[src/rtl/cot_seq_pkg.sv]
`timescale 1ns/1ps
package cot_seq_pkg;

  typedef enum logic [2:0] {
    ST_IDLE = 3'd0,  // both gates off, waiting for a trigger
    ST_LEAD = 3'd1,  // dead-time before the high side turns on
    ST_ON   = 3'd2,  // high-side on-pulse
    ST_TAIL = 3'd3,  // dead-time before the low side turns on
    ST_LOW  = 3'd4   // low-side conduction
  } seq_state_t;

  function automatic int unsigned ns_to_cyc(int unsigned ns, int unsigned clk_ns);
    int unsigned c;
    c = (ns + clk_ns - 1) / clk_ns;
    return (c == 0) ? 1 : c;
  endfunction

  function automatic int unsigned umax(int unsigned a, int unsigned b);
    return (a > b) ? a : b;
  endfunction

endpackage

[src/rtl/cot_off_timer.sv]
`timescale 1ns/1ps
module cot_off_timer #(
  parameter int unsigned W    = 5,
  parameter int unsigned LOAD = 29
) (
  input  logic clk,
  input  logic rst_n,
  input  logic clr,
  input  logic start,
  output logic done
);
  localparam logic [W-1:0] LOAD_V = W'(LOAD);

  logic [W-1:0] cnt_q;

  always_ff @(posedge clk or negedge rst_n) begin
    if (!rst_n)              cnt_q <= '0;
    else if (clr)            cnt_q <= '0;
    else if (start)          cnt_q <= LOAD_V;
    else if (cnt_q != '0)    cnt_q <= cnt_q - 1'b1;
  end

  assign done = (cnt_q == '0);
endmodule

[src/rtl/cot_fire_qual.sv]
`timescale 1ns/1ps
module cot_fire_qual
  import cot_seq_pkg::*;
(
  input  logic       run,
  input  logic       cmp_hit,
  input  logic       oc_hit,
  input  logic       off_done,
  input  seq_state_t state,
  output logic       fire
);
  logic resting;
  assign resting = (state == ST_IDLE) || (state == ST_LOW);
  assign fire    = run && cmp_hit && !oc_hit && off_done && resting;
endmodule

[src/rtl/cot_gate_drive.sv]
`timescale 1ns/1ps
module cot_gate_drive
  import cot_seq_pkg::*;
(
  input  logic       run,
  input  seq_state_t state,
  input  logic       skip,
  input  logic       oc_hit,
  input  logic       zc_hit,
  output logic       hs_en,
  output logic       ls_en
);
  logic zc_cut;
  assign zc_cut = skip && zc_hit;
  assign hs_en  = run && (state == ST_ON);
  assign ls_en  = run && (state == ST_LOW) && !oc_hit && !zc_cut;
endmodule

[src/rtl/cot_gate_seq.sv]
`timescale 1ns/1ps
module cot_gate_seq #(
  parameter int unsigned CLK_NS     = 10,
  parameter int unsigned TON_W      = 8,
  parameter int unsigned DT_NS      = 30,
  parameter int unsigned MIN_ON_NS  = 110,
  parameter int unsigned MIN_OFF_NS = 300
) (
  input  logic             clk,
  input  logic             rst_n,
  input  logic             en,
  input  logic             force_off,
  input  logic             mode_skip,
  input  logic             cmp_hit,
  input  logic             oc_hit,
  input  logic             zc_hit,
  input  logic [TON_W-1:0] ton_cyc,
  output logic             hs_en,
  output logic             ls_en
);
  import cot_seq_pkg::*;

  localparam int unsigned DT_CYC      = ns_to_cyc(DT_NS, CLK_NS);
  localparam int unsigned MIN_ON_CYC  = ns_to_cyc(MIN_ON_NS, CLK_NS);
  localparam int unsigned MIN_OFF_CYC = ns_to_cyc(MIN_OFF_NS, CLK_NS);
  localparam int unsigned CNT_W =
    umax(TON_W, umax($clog2(MIN_ON_CYC + 1), $clog2(DT_CYC + 1)));
  localparam int unsigned OFF_W  = $clog2(MIN_OFF_CYC + 1);
  localparam logic [CNT_W-1:0] DT_LOAD  = CNT_W'(DT_CYC - 1);
  localparam logic [CNT_W-1:0] MIN_ON_V = CNT_W'(MIN_ON_CYC);

  seq_state_t       st_q, st_d;
  logic [CNT_W-1:0] cnt_q, cnt_d;
  logic [CNT_W-1:0] len_q, len_d;
  logic [CNT_W-1:0] ton_ext, ton_clamped;
  logic             run, fire, off_done, off_start, zc_cut;

  assign run       = en && !force_off;
  assign zc_cut    = mode_skip && zc_hit;
  assign off_start = run && (st_q == ST_ON) && (cnt_q == '0);

  assign ton_ext     = CNT_W'(ton_cyc);
  assign ton_clamped = (ton_ext < MIN_ON_V) ? MIN_ON_V : ton_ext;

  cot_fire_qual u_qual (
    .run      (run),
    .cmp_hit  (cmp_hit),
    .oc_hit   (oc_hit),
    .off_done (off_done),
    .state    (st_q),
    .fire     (fire)
  );

  cot_off_timer #(
    .W    (OFF_W),
    .LOAD (MIN_OFF_CYC - 1)
  ) u_off (
    .clk   (clk),
    .rst_n (rst_n),
    .clr   (!run),
    .start (off_start),
    .done  (off_done)
  );

  always_comb begin
    st_d  = st_q;
    cnt_d = cnt_q;
    len_d = len_q;
    if (!run) begin
      st_d  = ST_IDLE;
      cnt_d = '0;
    end else begin
      unique case (st_q)
        ST_IDLE, ST_LOW: begin
          if (fire) begin
            st_d  = ST_LEAD;
            cnt_d = DT_LOAD;
            len_d = ton_clamped;
          end else if (st_q == ST_LOW && zc_cut) begin
            st_d = ST_IDLE;
          end
        end
        ST_LEAD: begin
          if (cnt_q == '0) begin
            st_d  = ST_ON;
            cnt_d = len_q - 1'b1;
          end else begin
            cnt_d = cnt_q - 1'b1;
          end
        end
        ST_ON: begin
          if (cnt_q == '0) begin
            st_d  = ST_TAIL;
            cnt_d = DT_LOAD;
          end else begin
            cnt_d = cnt_q - 1'b1;
          end
        end
        ST_TAIL: begin
          if (zc_cut) begin
            st_d  = ST_IDLE;
            cnt_d = '0;
          end else if (cnt_q == '0) begin
            st_d = ST_LOW;
          end else begin
            cnt_d = cnt_q - 1'b1;
          end
        end
        default: begin
          st_d  = ST_IDLE;
          cnt_d = '0;
        end
      endcase
    end
  end

  always_ff @(posedge clk or negedge rst_n) begin
    if (!rst_n) begin
      st_q  <= ST_IDLE;
      cnt_q <= '0;
      len_q <= MIN_ON_V;
    end else begin
      st_q  <= st_d;
      cnt_q <= cnt_d;
      len_q <= len_d;
    end
  end

  cot_gate_drive u_drv (
    .run    (run),
    .state  (st_q),
    .skip   (mode_skip),
    .oc_hit (oc_hit),
    .zc_hit (zc_hit),
    .hs_en  (hs_en),
    .ls_en  (ls_en)
  );
endmodule

[config.mk]
export PLATFORM = sky130hd
export DESIGN_NAME = cot_gate_seq
export DESIGN_NICKNAME = d
export VERILOG_FILES = /design/src/rtl/cot_seq_pkg.sv /design/src/rtl/cot_off_timer.sv /design/src/rtl/cot_fire_qual.sv /design/src/rtl/cot_gate_drive.sv /design/src/rtl/cot_gate_seq.sv
export SDC_FILE = /design/constraint.sdc
export NUM_CORES = 1
export LEC_CHECK = 0
export ABC_AREA = 1
export BUFFER_PORTS_ARGS = -buffer_cell sky130_fd_sc_hd__buf_4
export CORE_MARGIN = 1
export CORE_UTILIZATION = 40
export DETAILED_ROUTE_END_ITERATION = 8
export GPL_ROUTABILITY_DRIVEN = 0
export GPL_TIMING_DRIVEN = 0
export PLACE_DENSITY = 0.61
export RECOVER_POWER = 100
export SYNTH_ARGS = -nofsm -noshare
export SYNTH_HDL_FRONTEND = slang
export SYNTH_HIERARCHICAL = 1
export SYNTH_SLANG_ARGS = --single-unit
[constraint.sdc]
create_clock -name clk -period 3.1 [get_ports clk]
set_clock_uncertainty 0.15 [all_clocks]
set_input_delay 0.62 -clock clk [delete_from_list [all_inputs] [get_ports clk]]
set_output_delay 0.62 -clock clk [all_outputs]
set_load 0.02 [all_outputs]
# Yosys cells after proc, flatten, opt, wreduce, memory -nomap -nowiden
# Cells that the tools add are included.
[totals] reg_bits=24 elab_cells=62
[op_classes] n_eq_ne=11 n_addsub=3 n_mux=19 n_lt_le_gt_ge=1 reduce_logical=24
[ops] cell="$mux W8" n=7
[ops] cell="$pmux W8 S4" n=1
[ops] cell="$mux W3" n=7
[ops] cell="$sub A8 B1 Y8 const B" n=2
[ops] cell="$mux W5" n=3
[ops] cell="$logic_and A1 B1 Y1" n=12
[ops] cell="$ne A3 B3 Y1 const B" n=4
[ops] cell="$ne A4 B4 Y1 const B" n=3
[ops] cell="$pmux W3 S4" n=1
[ops] cell="$logic_not A8 Y1" n=1
[ops] cell="$lt A8 B4 Y1 const B" n=1
[ops] cell="$eq A3 B2 Y1 const B" n=2
[ops] cell="$logic_not A5 Y1" n=1
[ops] cell="$reduce_bool A5 Y1" n=1
[ops] cell="$sub A5 B1 Y5 const B" n=1
[ops] cell="$reduce_and A4 Y1" n=1
[ops] cell="$eq A3 B1 Y1 const B" n=1
[ops] cell="$eq A3 B3 Y1 const B" n=1
[ops] cell="$logic_not A1 Y1" n=3
[ops] cell="$logic_not A3 Y1" n=1
[ops] cell="$reduce_and A3 Y1" n=1
[ops] cell="$reduce_and A2 Y1" n=1
[ops] cell="$reduce_or A2 Y1" n=1
[ops] cell="$logic_or A1 B1 Y1" n=1

# Longest topological paths before layout
[logic_depth] word_depth=9 ltp_mapped=14

# Modules after synthesis
# The synthesis kept the hierarchy.
[modules_own_cells] mod="cot_gate_seq" area_per_inst_um2=1375.1 cells_each=201 instances=1 seq_area_each_um2=479.2
[modules_own_cells] mod="cot_off_timer" area_per_inst_um2=297.8 cells_each=36 instances=1 seq_area_each_um2=125.1
[modules_own_cells] mod="cot_gate_drive" area_per_inst_um2=35.0 cells_each=8 instances=1 seq_area_each_um2=0.0
[modules_own_cells] mod="cot_fire_qual" area_per_inst_um2=25.0 cells_each=6 instances=1 seq_area_each_um2=0.0

# Worst setup path after synthesis
# Ideal clock, no wire load.
[synth_path] path_kind="in2out" from="input en" to="output hs_en" path_stages=4 n_path_buf=0 path_slack_ns=0.967 arrival_time_ns=1.363 path_cell_list="inv_1 nor2_4 nand2_1 nor3_1"
[synth_between] elab_chain_cells=2
[synth_lines] item="start: declaration" line_no="cot_gate_seq.sv:11" rtl="input logic en,"
[synth_lines] item="$logic_and A1 B1 Y1" line_no="cot_gate_seq.sv:38" rtl="assign run = en && !force_off;"
[synth_lines] item="via run" line_no="cot_gate_seq.sv:36" rtl="logic run, fire, off_done, off_start, zc_cut;"
[synth_lines] item="$logic_and A1 B1 Y1" line_no="cot_gate_drive.sv:15" rtl="assign hs_en = run && (state == ST_ON);"
[synth_lines] item="end: declaration" line_no="cot_gate_seq.sv:18" rtl="output logic hs_en,"
# The timed path passes the listed nets, and every way through them passes these cells.

# Final worst setup path
[layout_path] from="input force_off" to="output hs_en"
[layout_between] elab_chain_cells=3
[layout_lines] item="start: declaration" line_no="cot_gate_seq.sv:12" rtl="input logic force_off,"
[layout_lines] item="$logic_not A1 Y1" line_no="cot_gate_seq.sv:38"
[layout_lines] item="$logic_and A1 B1 Y1" line_no="cot_gate_seq.sv:38"
[layout_lines] item="via run" line_no="cot_gate_seq.sv:36"
[layout_lines] item="$logic_and A1 B1 Y1" line_no="cot_gate_drive.sv:15"
# The timed path passes the listed nets, and every way through them passes these cells.

==> key figures <==
Min path
  – Worst Hold Launch: len_q[0]
  – Worst hold-check path type: reg2reg

Synthesis
  – Area contributors post-synth: dfrtp_1, nand2_1, inv_1
  – Post-synthesis sequential area ratio: 34.9%
  – Async set-reset flop share out of synthesis: 100%
  – Syn_nets: 270
  – Synth warn: 6
  – Post-synth EDFFs: 0
  – Synth Register Bits: 24
  – Post-Syn Area: 1730 µm²
  – Gate Count Post-Synth: 251
  – Largest area contributor in the netlist: dfrtp_1
  – Synth Area per Inst: 6.90 µm²
  – Top-area cell type share of the netlist area: 30.3%
  – Top_reg_cell synth: dfrtp_1
  – Count of cell types in the netlist: 28

Worst setup path
  – Setup crit start: force_off
  – R2r setup slk: 0.71 ns
  – R2R Path Start: u_off/cnt_q[0]
  – CP Launch Type: input port
  – Crit-path cells: clkbuf_4 -> nor2_1 -> nand2_1 -> nor3_1 -> clkbuf_1
  – Worst path max stage delay: 0.44 ns
  – Worst EP required: 2.33 ns
  – Slowest CP cell: nor2_1
  – CP endpoint kind: primary output
  – Worst EP arrival: 1.68 ns
  – WS Path Type: in2out
  – Worst-path fanout max: 9

Run
  – MaxCap Viol Count: 0

Run status
  – Status: completed

Die
  – Die Y: 67.8 µm
  – Num ports: 18
  – Core area: 4090 µm²
  – Die area: 4600 µm²
  – Initial core utilization: 42.4%
  – Width of the die: 67.8 µm
  – Rows: 23

Route
  – DRC viols: 0
  – Total routed wirelength: 3600 µm
  – Uppermost routed layer: met4
  – Detailed Routing Iterations Pass 1: 4
  – Drt wl/cell: 11.2 µm
  – Drt initial violations: 87
  – Final ANT Viol Nets: 0
  – Met3 Wirelength: 84 µm
  – Met1 WL: 1880 µm
  – Detailed-route via count: 1537
  – Via-to-Cell Ratio: 4.77
  – Met2 WL: 1600 µm

Power and ir drop
  – Pwr/cell area: 433 nW/µm²
  – Max rail drop VDD: 0.229 mV
  – Lkg Pwr: 0.960 nW

STA
  – FMAX: 0.409 GHz
  – Slew Limit Fails: 0
  – Unrepaired setup endpoints after global routing: no
  – Post-route setup slack: 0.653 ns
  – Final hold violations: 0
  – Tcrit/Tclk final: 78.9%
  – Final TNS setup: 0 ns
  – Max-slew headroom: 9.34%
  – Worst-Margin Slew: 1.36 ns
  – Tmin final: 2.45 ns
  – Final number of setup-violating endpoints: 0

Cells and area
  – Area Growth Syn to Fin: 11.4%
  – Final #Nets: 292
  – Fillers: 455
  – Inserted Diodes: 0
  – Multi-input logic area: 926 µm²
  – Layout cell share with drive strength beyond 1: 16.5%
  – Non-Filler Instances: 322
  – Register area: 604 µm²
  – Final instance area: 1930 µm²

Clock tree
  – Clk_lat worst skew: 0.27 ns
  – CTS tree: done
  – CTS root buffer: clkbuf_8
  – CTS resizes: 0
  – Post-CTS Hold Buffers: 0
  – CTS Sinks: 24
  – CTS max path bufs: 2
  – Worst-path clk slew: 0.09 ns
  – CTS Buf Count: 3
  – Max H-tree Level: 1
  – Post-CTS Setup Inserts: 0

Placement
  – Pre-CTS WS: 0.848 ns
  – Placed instance area: 1920 µm²
  – Placed Cells: 318
  – # port buffers: 17
  – Detail Placement HPWL: 2730 µm

Global routing
  – First-pass GRT wire length: 6380 µm
  – Initial antenna violation count: 0
  – GR Overflow Total: 0
  – Gr usage total: 18.5%
  – Largest net degree at the start of global routing: 25
  – Vias in the first global route: 1371
## path summary, 6_finish.rpt
path	end	cells past startpoint
worst min-delay path	len_q[0]	2
max in group asynchronous	cnt_q[4]	1
worst max register to register	len_q[6]	12
worst max-delay path	hs_en	5
min in group asynchronous	u_off/cnt_q[0]	1
worst min register to register	len_q[0]	2
## critical path: cells and delay by family
kind | cells | cell delay (ns)
buffers and inverters | 2 | 0.36
AND/OR/NAND/NOR | 3 | 0.70
## flip-flops by register name, indices dropped and copies added (netlist names)
register,cells
u_off/cnt_q,5
cnt_q,8
st_q,3
len_q,8
## layout by cell type (no fill, tap or decap), types with 4 or more instances in the layout
cell type / count
nor2_1: 28
dfrtp_1: 21
nand4_1: 4
xor2_1: 5
clkbuf_8: 4
inv_1: 36
inv_2: 5
nand3_1: 19
o21ai_0: 21
nand2_1: 70
a21oi_1: 6
buf_4: 14
nor2_2: 6
## routing by layer
layer / vias to the layer above / global-route usage (%)
met5: - / 0
met1: 680 / 28.0
met4: 0 / 4.95
met3: 2 / 2.17
li1: 835 / -
met2: 20 / 27.5
## power by group
group          switching, mW  internal (mW)
registers             0.0262          0.361
clock network          0.106          0.113
logic                  0.143         0.0863
## final cells by class
cell class | instances | area share [%]
timing repair buffer | 17 | 6.22
sequential | 24 | 31.3
multi-input combinational | 184 | 48.0
clock buffer | 4 | 2.85
tap | 50 | 3.24
buffer | 1 | 0.194
inverter | 42 | 8.23
## cell usage after synthesis (3+ instances only)
cell     instances
inv_2            6
dfstp_2          3
nand4_1          3
dfrtp_1         21
a31oi_1          3
nand3_2          4
nor2_4           4
xor2_1           5
nor2_2           6
nand3_1         18
nand2_1         69
a21oi_1          6
ha_1             3
o21ai_1          7
inv_1           35
o21ai_0         17
nor2_1          27
## metrics by stage
step	utilization [%]	total power [mW]	hold WS [ns]
2_1_floorplan	-	0.562	0.174
3_3_place_gp	47.1	0.626	0.352
3_5_place_dp	47.1	0.631	0.344
4_1_cts	48.4	0.853	0.100
5_1_grt	47.2	0.898	0.388
6_report	47.2	0.836	0.353
## logic make-up (layout without fill, tap and decap cells)
kind of cell               Yosys count  in the layout  share of synthesized area, %
DFF                                 24             24                          34.9
adders and majority gates            3              3                          2.17
xor gates and xnor gates             5              5                          2.53
AOI/OAI and AO/OA                   34             34                          10.5
buffers and inverters               43             64                          9.82
and+or+nand+nor                    142            142                          40.1
Power figures use the tool's default switching activity.
